File: src/rtl/spi_id_pkg.sv
package spi_id_pkg;
  localparam int OP_BITS   = 8;
  localparam int ADDR_BITS = 24;
  localparam int HDR_BITS  = OP_BITS + ADDR_BITS;
  localparam int ID_BYTE   = 8;
  localparam int ID_BITS   = 2 * ID_BYTE;
  localparam int CNT_W     = $clog2(HDR_BITS + 1);
  localparam int IDX_W     = $clog2(ID_BITS);

  // Strobes from control to datapath, one system clock wide.
  typedef struct packed {
    logic shiftEn;   // rising SCLK inside the header: take one MOSI bit
    logic opDone;    // this shift completes the command byte
    logic addrDone;  // this shift completes the address
    logic driveEn;   // falling SCLK in the reply phase: present next MISO bit
    logic clear;     // chip select high: abandon the frame
  } ctrlStrb_t;
endpackage

File: src/rtl/spi_id_sync.sv
module spi_id_sync #(
  parameter int WIDTH = 3,
  parameter int STAGES = 2,
  parameter logic [WIDTH-1:0] RST_VAL = '0
) (
  input  logic             clk,
  input  logic             rstN,
  input  logic [WIDTH-1:0] asyncIn,
  output logic [WIDTH-1:0] syncOut
);
  logic [WIDTH-1:0] stage [STAGES];

  always_ff @(posedge clk or negedge rstN) begin
    if (!rstN) begin
      for (int s = 0; s < STAGES; s++) stage[s] <= RST_VAL;
    end else begin
      stage[0] <= asyncIn;
      for (int s = 1; s < STAGES; s++) stage[s] <= stage[s-1];
    end
  end

  assign syncOut = stage[STAGES-1];
endmodule

File: src/rtl/spi_id_ctrl.sv
module spi_id_ctrl
  import spi_id_pkg::*;
(
  input  logic             clk,
  input  logic             rstN,
  input  logic             sclkS,
  input  logic             csNS,
  output ctrlStrb_t        strb,
  output logic             hdrDone,
  output logic [CNT_W-1:0] bitCnt
);
  localparam logic [CNT_W-1:0] OP_LAST  = CNT_W'(OP_BITS - 1);
  localparam logic [CNT_W-1:0] HDR_LAST = CNT_W'(HDR_BITS - 1);
  localparam logic [CNT_W-1:0] HDR_END  = CNT_W'(HDR_BITS);

  logic sclkPrev;
  logic sclkRise;
  logic sclkFall;
  logic active;

  always_ff @(posedge clk or negedge rstN) begin
    if (!rstN) sclkPrev <= 1'b0;
    else       sclkPrev <= sclkS;
  end

  assign sclkRise = sclkS & ~sclkPrev;
  assign sclkFall = ~sclkS & sclkPrev;
  assign active   = ~csNS;
  assign hdrDone  = (bitCnt == HDR_END);

  always_comb begin
    strb          = '0;
    strb.clear    = ~active;
    strb.shiftEn  = sclkRise & active & ~hdrDone;
    strb.opDone   = strb.shiftEn & (bitCnt == OP_LAST);
    strb.addrDone = strb.shiftEn & (bitCnt == HDR_LAST);
    strb.driveEn  = sclkFall & active & hdrDone;
  end

  always_ff @(posedge clk or negedge rstN) begin
    if (!rstN)             bitCnt <= '0;
    else if (strb.clear)   bitCnt <= '0;
    else if (strb.shiftEn) bitCnt <= bitCnt + 1'b1;
  end
endmodule

File: src/rtl/spi_id_dp.sv
module spi_id_dp
  import spi_id_pkg::*;
#(
  parameter logic [7:0]  MANUF_ID  = 8'hEF,
  parameter logic [7:0]  DEVICE_ID = 8'h14,
  parameter logic [7:0]  ID_OPCODE = 8'h90,
  parameter logic [23:0] SWAP_ADDR = 24'h000001
) (
  input  logic                 clk,
  input  logic                 rstN,
  input  ctrlStrb_t            strb,
  input  logic                 mosiS,
  output logic                 misoOut,
  output logic                 cmdMatch,
  output logic [OP_BITS-1:0]   lastOpcode,
  output logic [ADDR_BITS-1:0] lastAddr
);
  logic [HDR_BITS-1:0]  shiftReg;
  logic [HDR_BITS-1:0]  shiftNext;
  logic                 swapOrder;
  logic [IDX_W-1:0]     outIdx;
  logic [ID_BITS-1:0]   idWord;

  assign shiftNext = {shiftReg[HDR_BITS-2:0], mosiS};
  assign idWord    = swapOrder ? {DEVICE_ID, MANUF_ID} : {MANUF_ID, DEVICE_ID};

  always_ff @(posedge clk or negedge rstN) begin
    if (!rstN)             shiftReg <= '0;
    else if (strb.clear)   shiftReg <= '0;
    else if (strb.shiftEn) shiftReg <= shiftNext;
  end

  always_ff @(posedge clk or negedge rstN) begin
    if (!rstN) begin
      lastOpcode <= '0;
      cmdMatch   <= 1'b0;
    end else if (strb.clear) begin
      cmdMatch   <= 1'b0;
    end else if (strb.opDone) begin
      lastOpcode <= shiftNext[OP_BITS-1:0];
      cmdMatch   <= (shiftNext[OP_BITS-1:0] == ID_OPCODE);
    end
  end

  always_ff @(posedge clk or negedge rstN) begin
    if (!rstN) begin
      lastAddr  <= '0;
      swapOrder <= 1'b0;
    end else if (strb.clear) begin
      swapOrder <= 1'b0;
    end else if (strb.addrDone) begin
      lastAddr  <= shiftNext[ADDR_BITS-1:0];
      swapOrder <= (shiftNext[ADDR_BITS-1:0] == SWAP_ADDR);
    end
  end

  always_ff @(posedge clk or negedge rstN) begin
    if (!rstN) begin
      outIdx  <= '0;
      misoOut <= 1'b1;
    end else if (strb.clear) begin
      outIdx  <= '0;
      misoOut <= 1'b1;
    end else if (strb.driveEn) begin
      outIdx  <= outIdx + 1'b1;
      misoOut <= cmdMatch ? idWord[IDX_W'(ID_BITS - 1) - outIdx] : 1'b1;
    end
  end
endmodule

File: src/rtl/spi_id_target.sv
module spi_id_target
  import spi_id_pkg::*;
#(
  parameter logic [7:0]  MANUF_ID  = 8'hEF,
  parameter logic [7:0]  DEVICE_ID = 8'h14,
  parameter logic [7:0]  ID_OPCODE = 8'h90,
  parameter logic [23:0] SWAP_ADDR = 24'h000001,
  parameter int          SYNC_STAGES = 2
) (
  input  logic        clk,
  input  logic        rstN,
  input  logic        spiSclk,
  input  logic        spiCsN,
  input  logic        spiMosi,
  output logic        spiMiso,
  output logic [7:0]  lastOpcode,
  output logic [23:0] lastAddr
);
  logic [2:0]       pinSync;
  logic             sclkS;
  logic             csNS;
  logic             mosiS;
  ctrlStrb_t        strb;
  logic             hdrDone;
  logic [CNT_W-1:0] bitCnt;
  logic             cmdMatch;

  spi_id_sync #(.WIDTH(3), .STAGES(SYNC_STAGES), .RST_VAL(3'b010)) sync_i (
    .clk(clk), .rstN(rstN),
    .asyncIn({spiMosi, spiCsN, spiSclk}),
    .syncOut(pinSync)
  );
  assign sclkS = pinSync[0];
  assign csNS  = pinSync[1];
  assign mosiS = pinSync[2];

  spi_id_ctrl ctrl_i (
    .clk(clk), .rstN(rstN), .sclkS(sclkS), .csNS(csNS),
    .strb(strb), .hdrDone(hdrDone), .bitCnt(bitCnt)
  );

  spi_id_dp #(
    .MANUF_ID(MANUF_ID), .DEVICE_ID(DEVICE_ID),
    .ID_OPCODE(ID_OPCODE), .SWAP_ADDR(SWAP_ADDR)
  ) dp_i (
    .clk(clk), .rstN(rstN), .strb(strb), .mosiS(mosiS),
    .misoOut(spiMiso), .cmdMatch(cmdMatch),
    .lastOpcode(lastOpcode), .lastAddr(lastAddr)
  );
endmodule

File: config.mk
export PLATFORM = sky130hd
export DESIGN_NAME = spi_id_target
export DESIGN_NICKNAME = d
export VERILOG_FILES = /design/src/rtl/spi_id_pkg.sv /design/src/rtl/spi_id_sync.sv /design/src/rtl/spi_id_ctrl.sv /design/src/rtl/spi_id_dp.sv /design/src/rtl/spi_id_target.sv
export SDC_FILE = /design/constraint.sdc
export NUM_CORES = 1
export LEC_CHECK = 0
export CAP_MARGIN = 10
export CORE_ASPECT_RATIO = 0.8
export CORE_UTILIZATION = 40
export CTS_CLUSTER_SIZE = 8
export DETAILED_ROUTE_END_ITERATION = 8
export DONT_BUFFER_PORTS = 1
export PLACE_DENSITY = 0.61
export SLEW_MARGIN = 0
export SYNTH_ARGS = -nofsm -noshare
export SYNTH_HDL_FRONTEND = slang
export SYNTH_HIERARCHICAL = 1
export SYNTH_SLANG_ARGS = --single-unit
File: constraint.sdc
create_clock -name clk -period 3.4 [get_ports clk]
set_clock_uncertainty 0.2 [all_clocks]
set_input_delay 0.68 -clock clk [delete_from_list [all_inputs] [get_ports clk]]
set_output_delay 0.68 -clock clk [all_outputs]
set_load 0.03 [all_outputs]
; ---- Yosys cells after proc, flatten, opt, wreduce, memory -nomap -nowiden
; Cells that the tools add are included.
[classes]
add_sub_neg = 3
magnitude_cmp = 1
eq_ne = 5
n_mux = 16
bitwise_logic = 12
n_reduce_logical = 6
[ops]
columns = op, n
row1 = $mux W23, 2
row2 = $eq A24 B1 Y1 const B, 1
row3 = $mux W16, 1
row4 = $mux W6, 2
row5 = $and A1 B1 Y1, 8
row6 = $eq A8 B8 Y1 const B, 1
row7 = $mux W1, 8
row8 = $mux W4, 2
row9 = $reduce_bool A2 Y1, 4
row10 = $add A6 B1 Y6 const B, 1
row11 = $eq A6 B3 Y1 const B, 1
row12 = $eq A6 B5 Y1 const B, 1
row13 = $eq A6 B6 Y1 const B, 1
row14 = $lt A4 B5 Y1 const B, 1
row15 = $add A4 B1 Y4 const B, 1
row16 = $bmux W1 S4, 1
row17 = $not A1 Y1, 4
row18 = $reduce_and A2 Y1, 2
row19 = $sub A4 B4 Y4 const A, 1
[word_totals]
reg_bits = 75
inputBits = 5
wordCells = 54

; ---- Depth between registers and ports, before layout
; Gate-level depths: netlist (run 1).
[logic_depth]
word_depth = 7
ltp_mapped = 9

; ---- Cells and area by module
; The synthesis (run 1) kept the hierarchy.
[modules_own_cells]
columns = mod, n_inst, cells_each, area_per_inst_um2, seq_area_each_um2
row1 = spi_id_dp, 1, 194, 2572.5, 1552.7
row2 = spi_id_ctrl, 1, 54, 481.7, 175.2
row3 = spi_id_sync, 1, 9, 175.2, 152.6

; ---- Least setup slack after synthesis (run 1)
; OpenSTA, ideal clock, no wires.
[synth_timing]
path_type = register to register
from = register ctrl_i.bitCnt[0]
to = register dp_i.shiftReg[3]
arrival_time_ns = 1.765
required_time_ns = 3.068
slack_ns = 1.303
path_stages_with_launch = 10
cell_sequence = dfrtp_1 -> inv_1 -> ha_1 -> nand3b_1 -> nor3_1 -> nor3_1 -> clkbuf_1 -> buf_2 -> mux2i_1 -> nor2_1
[synth_rtl]
columns = element, line
row1 = "start, declared", spi_id_ctrl.sv:10  ; output logic [CNT_W-1:0] bitCnt
row2 = "start signal, assigned", spi_id_ctrl.sv:43  ; else if (strb.shiftEn) bitCnt <= bitCnt + 1'b1;
row3 = "end signal, assigned", spi_id_dp.sv:30  ; else if (strb.shiftEn) shiftReg <= shiftNext;
row4 = "end, declared", spi_id_dp.sv:18  ; logic [HDR_BITS-1:0] shiftReg;

==> results.py, run 1 <==
metrics = {
    "status": {
        "outcome": "finished with violations",
        "violations": "negative hold slack",
    },
    "floorplan": {
        "initial_core_util": 0.425,
        "die_h_um": 82.4,
        "core_um2": 7600,
        "ios": 38,
        "die-width_um": 102,
        "dieArea_um2": 8440,
        "placement_rows": 28,
    },
    "setup_path": {
        "max_stage_delay_ps": 790,
        "path_class": "reg2reg",
        "crit_top_cell": "nor2_1",
        "worst_setup_path_start_kind": "flop",
        "end_kind": "flop",
        "crit_buf_inv": 1,
        "arrival_ps": 2490,
        "critPathTopFamily": "flip-flops",
        "critPathMaxFanout": 23,
        "slowest_stage": "dfstp_2",
        "worstPathRequired_ps": 3430,
        "path_cells": "nor2_1 > nand4_1 > nor2_1 > nand2b_1 > buf_4 > mux2_2",
    },
    "sta": {
        "min_period_ps": 2460,
        "rsz0062_at_grt": "false",
        "setup_viol": 0,
        "tightestPinTransition_ps": 474,
        "period_share": 0.724,
        "relSlewSlack": 0.684,
        "maxSlewViolCount": 0,
        "timing.hold.ws_ps": -1.76,
        "fmax_mhz": 406,
        "finalHoldViolations": 2,
        "fin_tns_setup_ps": 0,
    },
    "grt": {
        "use_met1": 0.210,
        "top_usage_layer": "met2",
        "antenna_found_initial": 0,
        "met3_usage": 0.0665,
        "met2_usage": 0.239,
        "grt_pass1_wl_um": 10000,
        "grt_max_degree": 76,
        "grt_pass1_vias": 1932,
        "grt_usage": 0.159,
        "grt.overflow.total": 0,
    },
    "clocking": {
        "htree_levels": 3,
        "cts_sinks": 75,
        "cts.root.buffer_cell": "clkbuf_8",
        "cts_resized": 0,
        "post_cts_buffers": 0,
        "cts_made_buffers": 9,
        "path_clk_slew_ps": 70,
        "cts_tree": "done",
        "clk_latency_ps": 350,
        "ctsLongestPathBuffers": 2,
    },
    "synth": {
        "syn_nets": 267,
        "synth_area_um2": 3230,
        "ys_seq_area_frac": 0.582,
        "ys_warn_count": 6,
        "ys_ff_latch": 75,
        "synthTopCellsByArea": "dfrtp_1 (56%), mux2_2 (10%), mux2i_1 (7.7%)",
        "synth_cells": 257,
        "synth_top_area_frac": 0.558,
        "synth.distinct_cells": 40,
        "syn-mean-instance-area_um2": 12.6,
        "synth_largest_area_cell": "dfrtp_1",
    },
    "routing": {
        "drc": 0,
        "dr.pass1.iters": 4,
        "routed_wl_um": 5950,
        "vias": 1917,
        "drt_iter0_drc": 94,
        "routedWlPerCell_um": 16.3,
        "drtAntennaViolNets": 0,
        "avgViaCountPerCell": 5.24,
    },
    "place": {
        "gp_congestion": 0.745,
        "dp_hpwl_um": 3920,
        "io_buffer_count": 0,
    },
    "finish": {
        "drive_gt1_frac": 0.218,
        "diodes": 0,
        "nets": 266,
        "syn_to_final_growth_pct": 9.65,
        "fillCellCount": 720,
    },
    "pwr": {
        "ir_drop_v": 0.000258,
        "power_density_nw_per_um2": 479,
        "p_leak_nw": 1.63,
    },
    "job": {
        "maxCapViolCount": 0,
    },
    "min_path": {
        "hold_path_class": "in2async",
    },
}
## per-stage QoR
step | instance area (um2) | utilization | std cells | power, mW | worst slack [ps]
after floorplan | 3230 | - | 257 | 0.949 | 1300
after global placement | 3300 | 0.434 | 349 | 0.953 | 982
after detailed placement | 3300 | 0.434 | 349 | 0.954 | 931
after CTS | 3540 | 0.466 | 366 | 1.72 | 905
after global routing | 3540 | 0.466 | 366 | 1.77 | 752
final | 3540 | 0.466 | 366 | 1.69 | 938
## what timing repair did
action,in CTS,in global routing
setup endpoints to repair,0,0
hold buffers,1,0
endpoints found under the hold margin,75,0
## placed cells by master (no fill, tap or decap), types with 2 or more instances in the layout
cell type	count
a21oi_1	4
and3_1	2
buf_4	4
bufinv_16	2
clkbuf_8	9
clkinvlp_4	2
dfrtp_1	72
dfstp_2	3
ha_1	5
inv_1	4
mux2_1	3
mux2_2	30
mux2i_1	25
nand2_1	8
nand2b_1	7
nand3b_1	3
nand4_1	5
nor2_1	33
nor2b_1	3
nor3_1	3
nor4_1	3
nor4b_1	2
o21ai_0	3
o311ai_0	2
o32a_1	2
or4b_1	2
xor2_1	2
## worst reg2reg max path, delay by kind of cell, from the launching register on
kind,cells,cell delay (ps)
DFF,1,790
and+or+nand+nor,4,650
muxes,1,370
buffers and inverters,1,330
## logic make-up after synthesis
group,synth area share
multiplexers,0.193
flip-flops,0.582
AO/OA/AOI/OAI,0.0302
AND/OR/NAND/NOR,0.132
adder cells (fa/ha/maj),0.0194
buffers and inverters,0.0353
XOR/XNOR,0.00814
## state kept, by name, summed over array words and instances, names as in the netlist
name / cells
dp_i/cmdMatch: 1
dp_i/lastAddr: 24
sync_i/syncOut: 3
ctrl_i/sclkPrev: 1
ctrl_i/bitCnt: 6
dp_i/lastOpcode: 8
dp_i/outIdx: 4
dp_i/swapOrder: 1
sync_i/stage: 3
dp_i/shiftReg: 23
dp_i/misoOut: 1
## final timing paths
check | start | to | slack [ps] | cells after the start
max in group asynchronous | rstN | sync_i/syncOut[1] | 2630 | 1
setup reg to reg | sync_i/syncOut[1] | dp_i/lastAddr[10] | 940 | 6
min in group clk | spiCsN | sync_i/stage[4] | 130 | 0
setup / recovery | sync_i/syncOut[1] | dp_i/lastAddr[10] | 940 | 6
hold / removal | rstN | dp_i/outIdx[2] | -2 | 1
hold reg to reg | sync_i/stage[5] | sync_i/syncOut[2] | 150 | 0
## layer usage
layer	routed length (um)	vias up	share of wire
met5	0	-	0
met4	42	0	0.0071
met3	418	4	0.070
met2	2690	45	0.45
met1	2800	967	0.47
li1	-	901	-
## cell usage after synthesis
library cell	count
a21oi_1	4
a311oi_1	1
a41oi_1	1
and2b_1	1
and3_1	2
buf_2	7
buf_4	5
buf_6	1
clkbuf_1	4
dfrtp_1	72
dfstp_2	3
ha_1	5
inv_1	4
mux2_1	3
mux2_2	30
mux2i_1	25
nand2_1	8
nand2b_1	7
nand3_1	1
nand3b_1	3
nand4_1	5
nand4b_1	1
nor2_1	33
nor2_2	1
nor2b_1	3
nor3_1	4
nor3b_1	1
nor4_1	3
nor4b_1	2
o21ai_0	3
o311ai_0	2
o31ai_1	1
o32a_1	2
or3_1	1
or3_2	1
or4_1	1
or4_4	1
or4b_1	2
xnor2_1	1
xor2_1	2
## layout make-up
type                       count  area (um2)  share of cell area
clock inverter                 6        88.8              0.0251
sequential                    75        1880               0.531
multi-input combinational    161        1240               0.350
inverter                       4        15.0             0.00424
clock buffer                  10         128              0.0360
tap                          105         131              0.0371
timing repair buffer           5        57.6              0.0163
## where the power goes
| group | switching [mW] | internal, mW |
|---|---|---|
| sequential | 0.00945 | 0.898 |
| combinational | 0.0319 | 0.0158 |
| clock | 0.325 | 0.414 |
| total | 0.366 | 1.33 |
No activity file was read; power rests on OpenSTA's default activity.
==> run 2: changes to the inputs <==
==> constraint.sdc (replaced) <==
create_clock -name clk -period 2.4 [get_ports clk]
set_clock_uncertainty 0.2 [all_clocks]
set_input_delay 0.48 -clock clk [delete_from_list [all_inputs] [get_ports clk]]
set_output_delay 0.48 -clock clk [all_outputs]
set_load 0.03 [all_outputs]
==> run 2 against run 1 <==
Compared with the run above: the run still ends with negative hold slack left; register-to-register slack worse by 720 ps; worst hold slack lost 370 ps; wire length decreased by 0.18%; cell count increased by 1.1%; via count shrank 1.0%; utilization is 0.25 points higher; global-route usage fell by 0.11 points; non-clock buffer count is 4 higher; sequential cell count is the same; largest cell class unchanged; largest power group unchanged; sequential share of layout area fell by 0.28 points; first-iteration DRC count fell by 23%.
==> results.py, run 2 (synthesis results as in run 1) <==
metrics = {
    "status": {
        "outcome": "finished with violations",
        "violations": "negative hold slack",
    },
    "finish": {
        "top_register": "dp_i/lastAddr",
        "syn_to_final_growth_pct": 10.2,
        "diodes": 0,
        "largestRegisters": "dp_i/lastAddr: 24 flops, dp_i/shiftReg: 23 flops, dp_i/lastOpcode: 8 flops",
        "drive_gt1_frac": 0.226,
        "nets": 270,
        "largest_reg_flops": 24,
        "final_cell_mix": "dfrtp_1 (72), nor2_1 (33), mux2_2 (30)",
        "final_common_cell": "dfrtp_1",
    },
    "setup_path": {
        "arrival_ps": 2230,
        "worstPathRequired_ps": 2460,
        "end_kind": "flop",
        "rr_worst_depth": 8,
        "worst_setup_path_start_kind": "flop",
        "r2r_end": "dp_i/misoOut",
        "ff2ff_setup_slack_ps": 220,
        "r2r_start": "ctrl_i/bitCnt[0]",
        "critPathMaxFanout": 6,
        "path_class": "reg2reg",
    },
    "floorplan": {
        "ios": 38,
        "die-width_um": 102,
        "initial_core_util": 0.425,
        "die_h_um": 82.4,
        "placement_rows": 28,
        "core_um2": 7600,
        "dieArea_um2": 8440,
    },
    "routing": {
        "drc": 0,
        "routedWlPerCell_um": 16.1,
        "drt_iter0_drc": 72,
        "top_layer": "met4",
        "avgViaCountPerCell": 5.13,
        "routed_wl_um": 5940,
        "drtAntennaViolNets": 0,
        "vias": 1897,
        "dr.pass1.iters": 4,
        "dr_wl_met3_um": 327,
        "m1WireLength_um": 2880,
        "routed-wl-met2_um": 2710,
    },
    "clocking": {
        "cts_made_buffers": 9,
        "postCtsHoldBufs": 3,
        "post_cts_buffers": 0,
        "htree_levels": 3,
        "clk_latency_ps": 340,
        "cts_sinks": 75,
        "ctsLongestPathBuffers": 2,
        "cts.root.buffer_cell": "clkbuf_8",
        "cts_tree": "done",
        "path_clk_slew_ps": 80,
    },
    "grt": {
        "grt_pass1_wl_um": 9830,
        "grt_usage": 0.157,
        "grt_pass1_vias": 1946,
        "grt.overflow.total": 0,
        "antenna_found_initial": 0,
        "grt_max_degree": 76,
    },
    "pwr": {
        "p_switching_mw": 0.521,
        "clock_power_share": 0.421,
        "switching_share": 0.226,
        "power.internal_mw": 1.78,
        "p_leak_nw": 1.63,
        "power_frac_comb": 0.023,
        "power_density_nw_per_um2": 647,
        "ir_drop_v": 0.000335,
        "p_seq_frac": 0.556,
    },
    "sta": {
        "tightestPinTransition_ps": 375,
        "fin_tns_setup_ps": 0,
        "rsz0062_at_grt": "false",
        "min_period_ps": 2180,
        "fmax_mhz": 459,
        "finalHoldViolations": 75,
        "period_share": 0.907,
        "maxSlewViolCount": 0,
        "timing.hold.ws_ps": -372,
        "relSlewSlack": 0.750,
        "setup_viol": 0,
    },
    "min_path": {
        "hold_path_class": "in2async",
    },
    "place": {
        "dp_hpwl_um": 3810,
        "io_buffer_count": 0,
        "gp_congestion": 0.756,
    },
    "job": {
        "maxCapViolCount": 0,
    },
}
## run 2: changes by cell type in the layout (fill, tap and decap cells not counted)
cell           change
clkinv_4           +2
nor3_2             +1
bufinv_16          -1
clkbuf_1           -1
dlygate4sd3_1      +3
nor3_1             -1
buf_12             +1
buf_4              +1
buf_16             -1
## run 2: worst max-delay path, cell delays in order (launching register included)
cell      delay (ps)
dfrtp_1          430
inv_1            100
ha_1             150
nand3b_1         170
nor3_2           250
and3_1           350
nand2b_1          90
a311oi_1         210
a41oi_1          140
## run 2: repair_timing
item,in CTS,in global routing
resized for setup,0,1
endpoints found under the hold margin,78,75
endpoints found under the setup margin,0,2
## run 2: area by class of cell
class	instances	area, um2
Fill cell	704	4040
Timing Repair Buffer	9	87.6
Clock inverter	7	76.3
Multi-Input combinational cell	161	1240
Sequential cell	75	1880
Inverter	4	15.0
Tap cell	105	131
Clock buffer	9	124
## run 2: worst max-delay path by stage
| stage | start | endpoint | slack, ps | cells past startpoint |
|---|---|---|---|---|
| after global placement | ctrl_i/bitCnt[0] | dp_i/misoOut | 240 | 8 |
| after detailed placement | ctrl_i/bitCnt[0] | dp_i/misoOut | 160 | 8 |
| final | ctrl_i/bitCnt[0] | dp_i/misoOut | 220 | 8 |
| after global routing | ctrl_i/sclkPrev | dp_i/swapOrder | 110 | 7 |
| after floorplan | ctrl_i/bitCnt[0] | dp_i/shiftReg[3] | 300 | 9 |
| after CTS | ctrl_i/bitCnt[0] | dp_i/misoOut | 150 | 8 |
## run 2: stage by stage
step	worst slack, ps	instances	util	power [mW]	cell area [um2]
after floorplan	303	257	-	1.34	3230
after global placement	242	351	0.437	1.35	3320
after detailed placement	157	351	0.437	1.36	3320
after CTS	149	370	0.468	2.34	3550
after global routing	105	370	0.468	2.41	3560
final	223	370	0.468	2.30	3560
## run 2: power by group through the flow
stage / sequential (mW) / clock [mW] / combinational [mW]
finish: 1.28 / 0.969 / 0.0531
CTS: 1.28 / 1.01 / 0.0535
global placement: 1.31 / 0 / 0.0486
global route: 1.28 / 1.07 / 0.0583
floorplan: 1.30 / 0 / 0.0430
detailed placement: 1.31 / 0 / 0.0493
## run 2: metal layers
| metal | global-route usage | vias to the layer above |
|---|---|---|
| li1 | - | 899 |
| met2 | 0.228 | 35 |
| met5 | 0 | - |
| met4 | 0.0400 | 0 |
| met3 | 0.0614 | 2 |
| met1 | 0.219 | 961 |
